===== config.mk =====
export PLATFORM = sky130hd
export DESIGN_NAME = smb_blkbuf
export DESIGN_NICKNAME = d
export VERILOG_FILES = /design/src/rtl/smb_blkbuf.sv
export SDC_FILE = /design/constraint.sdc
export NUM_CORES = 1
export LEC_CHECK = 0
export BUFFER_PORTS_ARGS = -buffer_cell sky130_fd_sc_hd__buf_4
export CORE_MARGIN = 2
export CORE_UTILIZATION = 60
export DETAILED_ROUTE_END_ITERATION = 10
export GPL_TIMING_DRIVEN = 0
export PLACE_DENSITY_LB_ADDON = 0.08
export SYNTH_ARGS = -nofsm -noshare
export SYNTH_HDL_FRONTEND = slang
export SYNTH_SLANG_ARGS = --single-unit
export TNS_END_PERCENT = 20

===== constraint.sdc =====
create_clock -name clk -period 3.85 [get_ports clk]
set_clock_uncertainty 0.15 [all_clocks]
set_input_delay 0.77 -clock clk [delete_from_list [all_inputs] [get_ports clk]]
set_output_delay 0.77 -clock clk [all_outputs]
set_load 0.05 [all_outputs]

===== src/rtl/smb_blkbuf.sv =====
module smb_blkbuf #(
  parameter int DEPTH = 32,
  parameter int DW    = 8
) (
  input  logic          clk,
  input  logic          rst_n,
  input  logic [3:0]    reg_addr,
  input  logic          reg_wr,
  input  logic          reg_rd,
  input  logic [DW-1:0] reg_wdata,
  output logic [DW-1:0] reg_rdata,
  input  logic          seq_start,
  input  logic          seq_cnt_load,
  input  logic [DW-1:0] seq_cnt,
  input  logic          seq_wr,
  input  logic [DW-1:0] seq_wdata,
  input  logic          seq_rd,
  output logic [DW-1:0] seq_rdata,
  output logic [DW-1:0] blk_count,
  output logic          buf_en,
  output logic          pec_en,
  output logic          dev_err
);
  localparam int IW = $clog2(DEPTH + 1);
  localparam int LAST = DEPTH - 1;
  localparam logic [3:0] OFS_CTRL = 4'd2;
  localparam logic [3:0] OFS_CNT  = 4'd5;
  localparam logic [3:0] OFS_PORT = 4'd7;
  localparam logic [3:0] OFS_AUX  = 4'd13;

  logic [DW-1:0] mem [DEPTH];
  logic [IW-1:0] hidx, sidx;
  logic [1:0]    aux;
  logic [DW-1:0] cnt_q;
  logic          err_q;

  wire port_wr = reg_wr && reg_addr == OFS_PORT;
  wire port_rd = reg_rd && reg_addr == OFS_PORT;
  wire ctrl_rd = reg_rd && reg_addr == OFS_CTRL;
  wire h_room  = hidx < IW'(DEPTH);
  wire s_room  = sidx < IW'(DEPTH);
  wire cnt_ok  = seq_cnt != '0 && seq_cnt <= DW'(DEPTH);
  wire s_store = seq_wr && buf_en && !err_q && s_room;
  wire h_store = port_wr && (!buf_en || h_room);

  wire [IW-1:0] h_sel = !buf_en ? '0 : (h_room ? hidx : IW'(LAST));
  wire [IW-1:0] s_sel = s_room ? sidx : IW'(LAST);

  assign buf_en    = aux[1];
  assign pec_en    = aux[0];
  assign dev_err   = err_q;
  assign blk_count = cnt_q;
  assign seq_rdata = mem[s_sel[$clog2(DEPTH)-1:0]];

  always_comb begin
    unique case (reg_addr)
      OFS_CNT:  reg_rdata = cnt_q;
      OFS_PORT: reg_rdata = mem[h_sel[$clog2(DEPTH)-1:0]];
      OFS_AUX:  reg_rdata = {{(DW-2){1'b0}}, aux};
      default:  reg_rdata = '0;
    endcase
  end

  always_ff @(posedge clk) begin
    if (s_store)
      mem[sidx[$clog2(DEPTH)-1:0]] <= seq_wdata;
    else if (h_store)
      mem[h_sel[$clog2(DEPTH)-1:0]] <= reg_wdata;
  end

  always_ff @(posedge clk) begin
    if (!rst_n) begin
      hidx  <= '0;
      sidx  <= '0;
      aux   <= '0;
      cnt_q <= '0;
      err_q <= 1'b0;
    end else begin
      if (reg_wr && reg_addr == OFS_AUX) aux <= reg_wdata[1:0];
      if (ctrl_rd)
        hidx <= '0;
      else if (buf_en && (port_wr || port_rd) && h_room)
        hidx <= hidx + 1'b1;
      if (seq_start) begin
        sidx  <= '0;
        err_q <= 1'b0;
      end else begin
        if (s_store || (seq_rd && s_room)) sidx <= sidx + 1'b1;
        if (seq_cnt_load && !cnt_ok) err_q <= 1'b1;
      end
      if (seq_cnt_load && cnt_ok)
        cnt_q <= seq_cnt;
      else if (reg_wr && reg_addr == OFS_CNT)
        cnt_q <= reg_wdata;
    end
  end

  AST_IDX_BOUND: assert property (@(posedge clk) disable iff (!rst_n)
    hidx <= IW'(DEPTH) && sidx <= IW'(DEPTH));
  AST_CTRL_REWIND: assert property (@(posedge clk) disable iff (!rst_n)
    ctrl_rd |=> hidx == '0);
  AST_NOBUF_HOLD: assert property (@(posedge clk) disable iff (!rst_n)
    (!buf_en && !ctrl_rd && (port_wr || port_rd)) |=> $stable(hidx));
  AST_BADCNT_FLAG: assert property (@(posedge clk) disable iff (!rst_n)
    (seq_cnt_load && !cnt_ok && !seq_start && !(reg_wr && reg_addr == OFS_CNT))
      |=> dev_err && $stable(blk_count));
  AST_START_CLEARS: assert property (@(posedge clk) disable iff (!rst_n)
    seq_start |=> !dev_err && sidx == '0);
endmodule


* After elaboration in Yosys (flattened, before gate mapping)
Memories as Yosys holds them, arrays and structs flattened.
Index checks and enable logic that the tools add are counted.
** Word-level totals
- Memories :: 1
- Bits of input ports :: 36
- Word-level logic and storage cells :: 56
- Bits in writable memories :: 256
- Flip-flop bits (word level) :: 23
- Output and inout bits :: 27
** Memory list
- mem :: words 32, bits a word 8, rd ports 2, clocked after memory_dff 0, write ports 1, line 31 : logic [DW-1:0] mem [DEPTH];
** Cells by class
- Reductions and logical operators :: 26
- Multiplexer cells :: 14
- Add/subtract/negate cells :: 2
- Order comparisons :: 3
- Equality and inequality tests :: 4
- Bitwise operators :: 1
** Operators with widths (count)
- 8-bit two-way mux :: 3
- 8-bit case mux with 3 select lines :: 1
- 5-bit two-way mux :: 4
- 1-bit logical AND :: 15
- 6-bit by 1-bit adder with 6-bit output, second input constant :: 2
- 6-bit < comparator, second input constant :: 2
- 4-bit by 3-bit equality test with 1-bit output, second input constant :: 2
- 8-bit by 6-bit less-or-equal comparator with 1-bit output, second input constant :: 1
- 8-bit nonzero test :: 1
- 8-bit OR reduction :: 1
- 1-bit two-way mux :: 6
- 4-bit by 2-bit equality test with 1-bit output, second input constant :: 1
- 4-bit equality test, second input constant :: 1
- 2-bit OR reduction :: 2
- 1-bit logical NOT :: 3
- 1-bit logical OR :: 3
- 2-bit nonzero test :: 1
- 1-bit NOT :: 1

* Depth between registers and ports, before layout
- Depth in word-level cells :: 8
- Depth in mapped cells :: 10
- Mapped depth without buffers :: 6

* Least setup slack after synthesis
Ideal clock, no wire load.
- Kind :: reg-to-output
- From :: register aux[1]
- To :: output reg_rdata[2]
- Data required time :: 2930 ps
- Path buffers :: 2
- Path slack :: 238 ps
- Arrival :: 2692 ps
- Stages on the path, launching flop included :: 8
- Path through :: dfxtp_1 -> buf_2 -> a21boi_0 -> clkbuf_1 -> o221ai_1 -> o2bb2ai_1 -> a211oi_1 -> o211ai_1
** On the way
- Longest elaborated chain between the ends :: 3
** Ends and longest elaborated chain
- start: declaration :: line 33 : logic [1:0] aux;
- start signal: assignment :: line 79 : if (reg_wr && reg_addr == OFS_AUX) aux <= reg_wdata[1:0];
- 5-bit two-way mux :: line 46 : wire [IW-1:0] h_sel = !buf_en ? '0 : (h_room ? hidx : IW'(LAST));
- memory read 32 x 8 bit
- 8-bit case mux with 3 select lines :: line 56 : unique case (reg_addr)
- end: declaration :: line 11 : output logic [DW-1:0] reg_rdata,
Every way passes these cells.

* Final worst setup path
- From :: register aux[1]
- To :: output reg_rdata[7]
Same word-level chain as after synthesis.

==> impl_metrics.tcl <==
set metrics [dict create \
    yosysUniqueCellTypes 65 \
    routed_wl_um 54420 \
    hold_buffers 0 \
    final_core_util_pct 73.59 \
    final_max_slew_viol_count 0 \
    dieHeight_um 155.6 \
    grt_pass1_vias 11207 \
    antenna_found_initial 1 \
    firstDrtPassIters 7 \
    synth_cells 1117 \
    ant_nets 0 \
    syn_area_per_cell_um2 12.35 \
    worst_pin_slew_ns 1.197 \
    max_stage_delay_ns 0.42 \
    rows 55 \
    nNetsFinal 1254 \
    rsz0062_at_grt "true" \
    gp_congestion 1.078 \
    maxCapViolCount 0 \
    grt_max_degree 33 \
    ys.flop_type "edfxtp_1" \
    cp.required_ns 2.93 \
    layout_commonest_cell "edfxtp_1" \
    final-hold-violation-count 0 \
    ios 63 \
    place_ws_ns -1.156 \
    synth-seq-cells 279 \
    htreeDepth 1 \
    overflow 0 \
    cts_buffer_depth 3 \
    worstPathCellList "buf_6 -> buf_4 -> buf_4 -> o21ai_1 -> a311oi_2 -> a22o_1 -> a311o_1 -> buf_6" \
    drt-wirelength-per-cell_um 35.66 \
    clock-root-buffer "clkbuf_16" \
    crit_type "reg -> out" \
    worst_slack_ns -0.09719 \
    cts_buffers 29 \
    netlist_area_um2 13790 \
    drtIter0Drc 2146 \
    core_area_um2 22570 \
    drive_gt1_share_pct 27.85 \
    yosysSeqAreaShare_pct 59.08 \
    fin_cells 1526 \
    peakVddDrop_v 0.0004252 \
    grtUsageTotal_pct 44.13 \
    port_buffers 61 \
    failed_checks "negative setup slack" \
    slowest_stage "dfxtp_2" \
    cts_sinks 279 \
    cts_tree "done" \
    yosysWarnings 0 \
    maxSlewHeadroom_pct 20.18 \
    fmax_ghz 0.2533 \
    clk_pin_slew_ns 0.06 \
    tns_ns -0.5055 \
    period_minus_slack_ns 3.947 \
    vias 11846 \
    power.density_nw_per_um2 401.0 \
    status "finished, violations left" \
    hold_path.class "in -> reg" \
    clk_latency_ns 0.56 \
    cp_max_fo 10 \
    dieArea_um2 24210 \
    vias_per_cell 7.763 \
    grt_pass1_wl_um 74800 \
    setup_viol 14 \
    layout_common_cells "edfxtp_1, buf_4, a21oi_1, nand2_1, nor2_1" \
    syn_nets 1155 \
    area_growth_pct 20.44 \
    start_util_pct 61.10 \
    whs_ns 0.3141 \
    fin_crit_sh_pct 102.5 \
    drc 0 \
    cp-start-kind "flop" \
    hpwlAfterDp_um 36790 \
    cellLeakagePower_uw 0.005558 \
    arrival_ns 3.03 \
    synth_enable_flop_cells 256 \
    critPathCaptureType "output port" \
    die_x_um 155.6 \
    async_flop_share_pct 0 \
    dp.cells 1463 \
]
## logic make-up (layout without fill, tap and decap cells)
logic type | count (synthesis) | after routing | synth area share, %
DFF | 279 | 279 | 59.08
buffers and inverters | 99 | 221 | 3.121
and+or+nand+nor | 264 | 264 | 9.182
adders and majority gates | 2 | 2 | 0.1814
muxes | 98 | 98 | 9.626
other | 0 | 2 | 0
AOI/OAI and AO/OA | 367 | 367 | 18.30
xor gates and xnor gates | 8 | 8 | 0.5081
## critical path, delay by kind of cell (launching register included)
| kind | cells | cell delay (ns) |
|---|---|---|
| buf+inv | 4 | 0.90 |
| flops | 1 | 0.42 |
| compound gates | 4 | 1.14 |
## where the power goes
part / total (uW) / internal (uW) / switching (uW) / leakage (uW)
Sequential: 3320 / 3320 / 8.48 / 0.00249
Combinational: 364 / 124 / 240 / 0.00258
Clock: 2970 / 1790 / 1180 / 0.000491
Total: 6660 / 5230 / 1430 / 0.00556
## registers in the layout, indices dropped and copies added (netlist names)
register and count:
mem 256, blk_count 8, hidx 6, sidx 6
aux 2, dev_err 1
## final cells by class
class | instances | area (um^2)
multi-input combinational | 739 | 5781
timing repair buffer | 76 | 603.1
clock buffer | 35 | 748.2
buffer | 82 | 660.6
inverter | 9 | 37.54
sequential | 279 | 8159
clock inverter | 19 | 259.0
antenna | 2 | 5.005
tap | 285 | 356.6
fill | 1543 | 5962
## Yosys cell counts (3+ instances only)
cell         n  share of area [%]
a221oi_1    11               0.70
a21o_1       6               0.33
a311oi_1     4               0.25
a22oi_1     17               0.93
o22ai_1     65                2.9
and2_1       5               0.23
o2111ai_1    4               0.25
nor2b_1     12               0.54
inv_1        9               0.24
buf_2       29                1.1
edfxtp_1   256                 56
a21oi_1     85                3.1
o211a_1      6               0.44
o221ai_1    56                3.6
o21a_1       4               0.22
nand4_1      4               0.18
a211oi_1    19                1.0
o2bb2ai_1    3               0.19
nand3_1     26               0.94
mux4_2      25                4.1
o211ai_1    10               0.54
or3_1       12               0.54
nor3b_1      3               0.16
or2_2        5               0.23
nand3b_1     6               0.33
xnor2_1      3               0.19
buf_1       12               0.33
clkbuf_1    45                1.2
nand2_1     76                2.1
mux2i_1     46                3.3
xor2_1       5               0.32
dfxtp_1     23                3.3
nand2b_1    13               0.59
a22o_1       8               0.51
o311ai_0     3               0.19
nor3_1      14               0.51
a311o_1      4               0.29
nor2_1      76                2.1
o21ai_1      4               0.15
a21boi_0     6               0.33
mux2_2      27                2.2
a31oi_1      8               0.36
o31ai_1      5               0.27
o21bai_1     5               0.27
o21ai_0     26               0.94
## routing by layer
layer	share of wire, %	up-vias	global-route usage, %	wire length [um]
met5	0.050	-	1.242	27
met4	8.2	2	28.62	4455
met3	16	269	14.53	8615
met2	41	1128	63.44	22510
met1	35	5749	57.74	18810
li1	-	4698	-	-
## metrics by stage
step	total power (uW)	cell area, um^2
finish	6661	16610
floorplan	3572	13790
global placement	3709	14610
global route	6767	16600
CTS	6613	16270
detailed placement	3712	14610
## final timing paths
kind	from	to	slack [ns]	cells past startpoint
worst max-delay path	aux[1]$_SDFFE_PN0P_	reg_rdata[7]	-0.1	8
worst min-delay path	seq_cnt_load	dev_err$_SDFFE_PP0P_	0.31	3
worst max register to register	sidx[5]$_SDFFE_PP0P_	mem[15][6]$_DFFE_PP_	0.18	8
worst min register to register	blk_count[7]$_SDFFE_PN0P_	blk_count[7]$_SDFFE_PN0P_	0.35	2
## what timing repair did
action	in CTS	in global routing
pin swaps	16	16
resized for setup	183	92
setup buffers	11	3
gates cloned	0	1
endpoints found under the setup margin	200	16
Note: power is estimated with default switching activity, not from simulation.
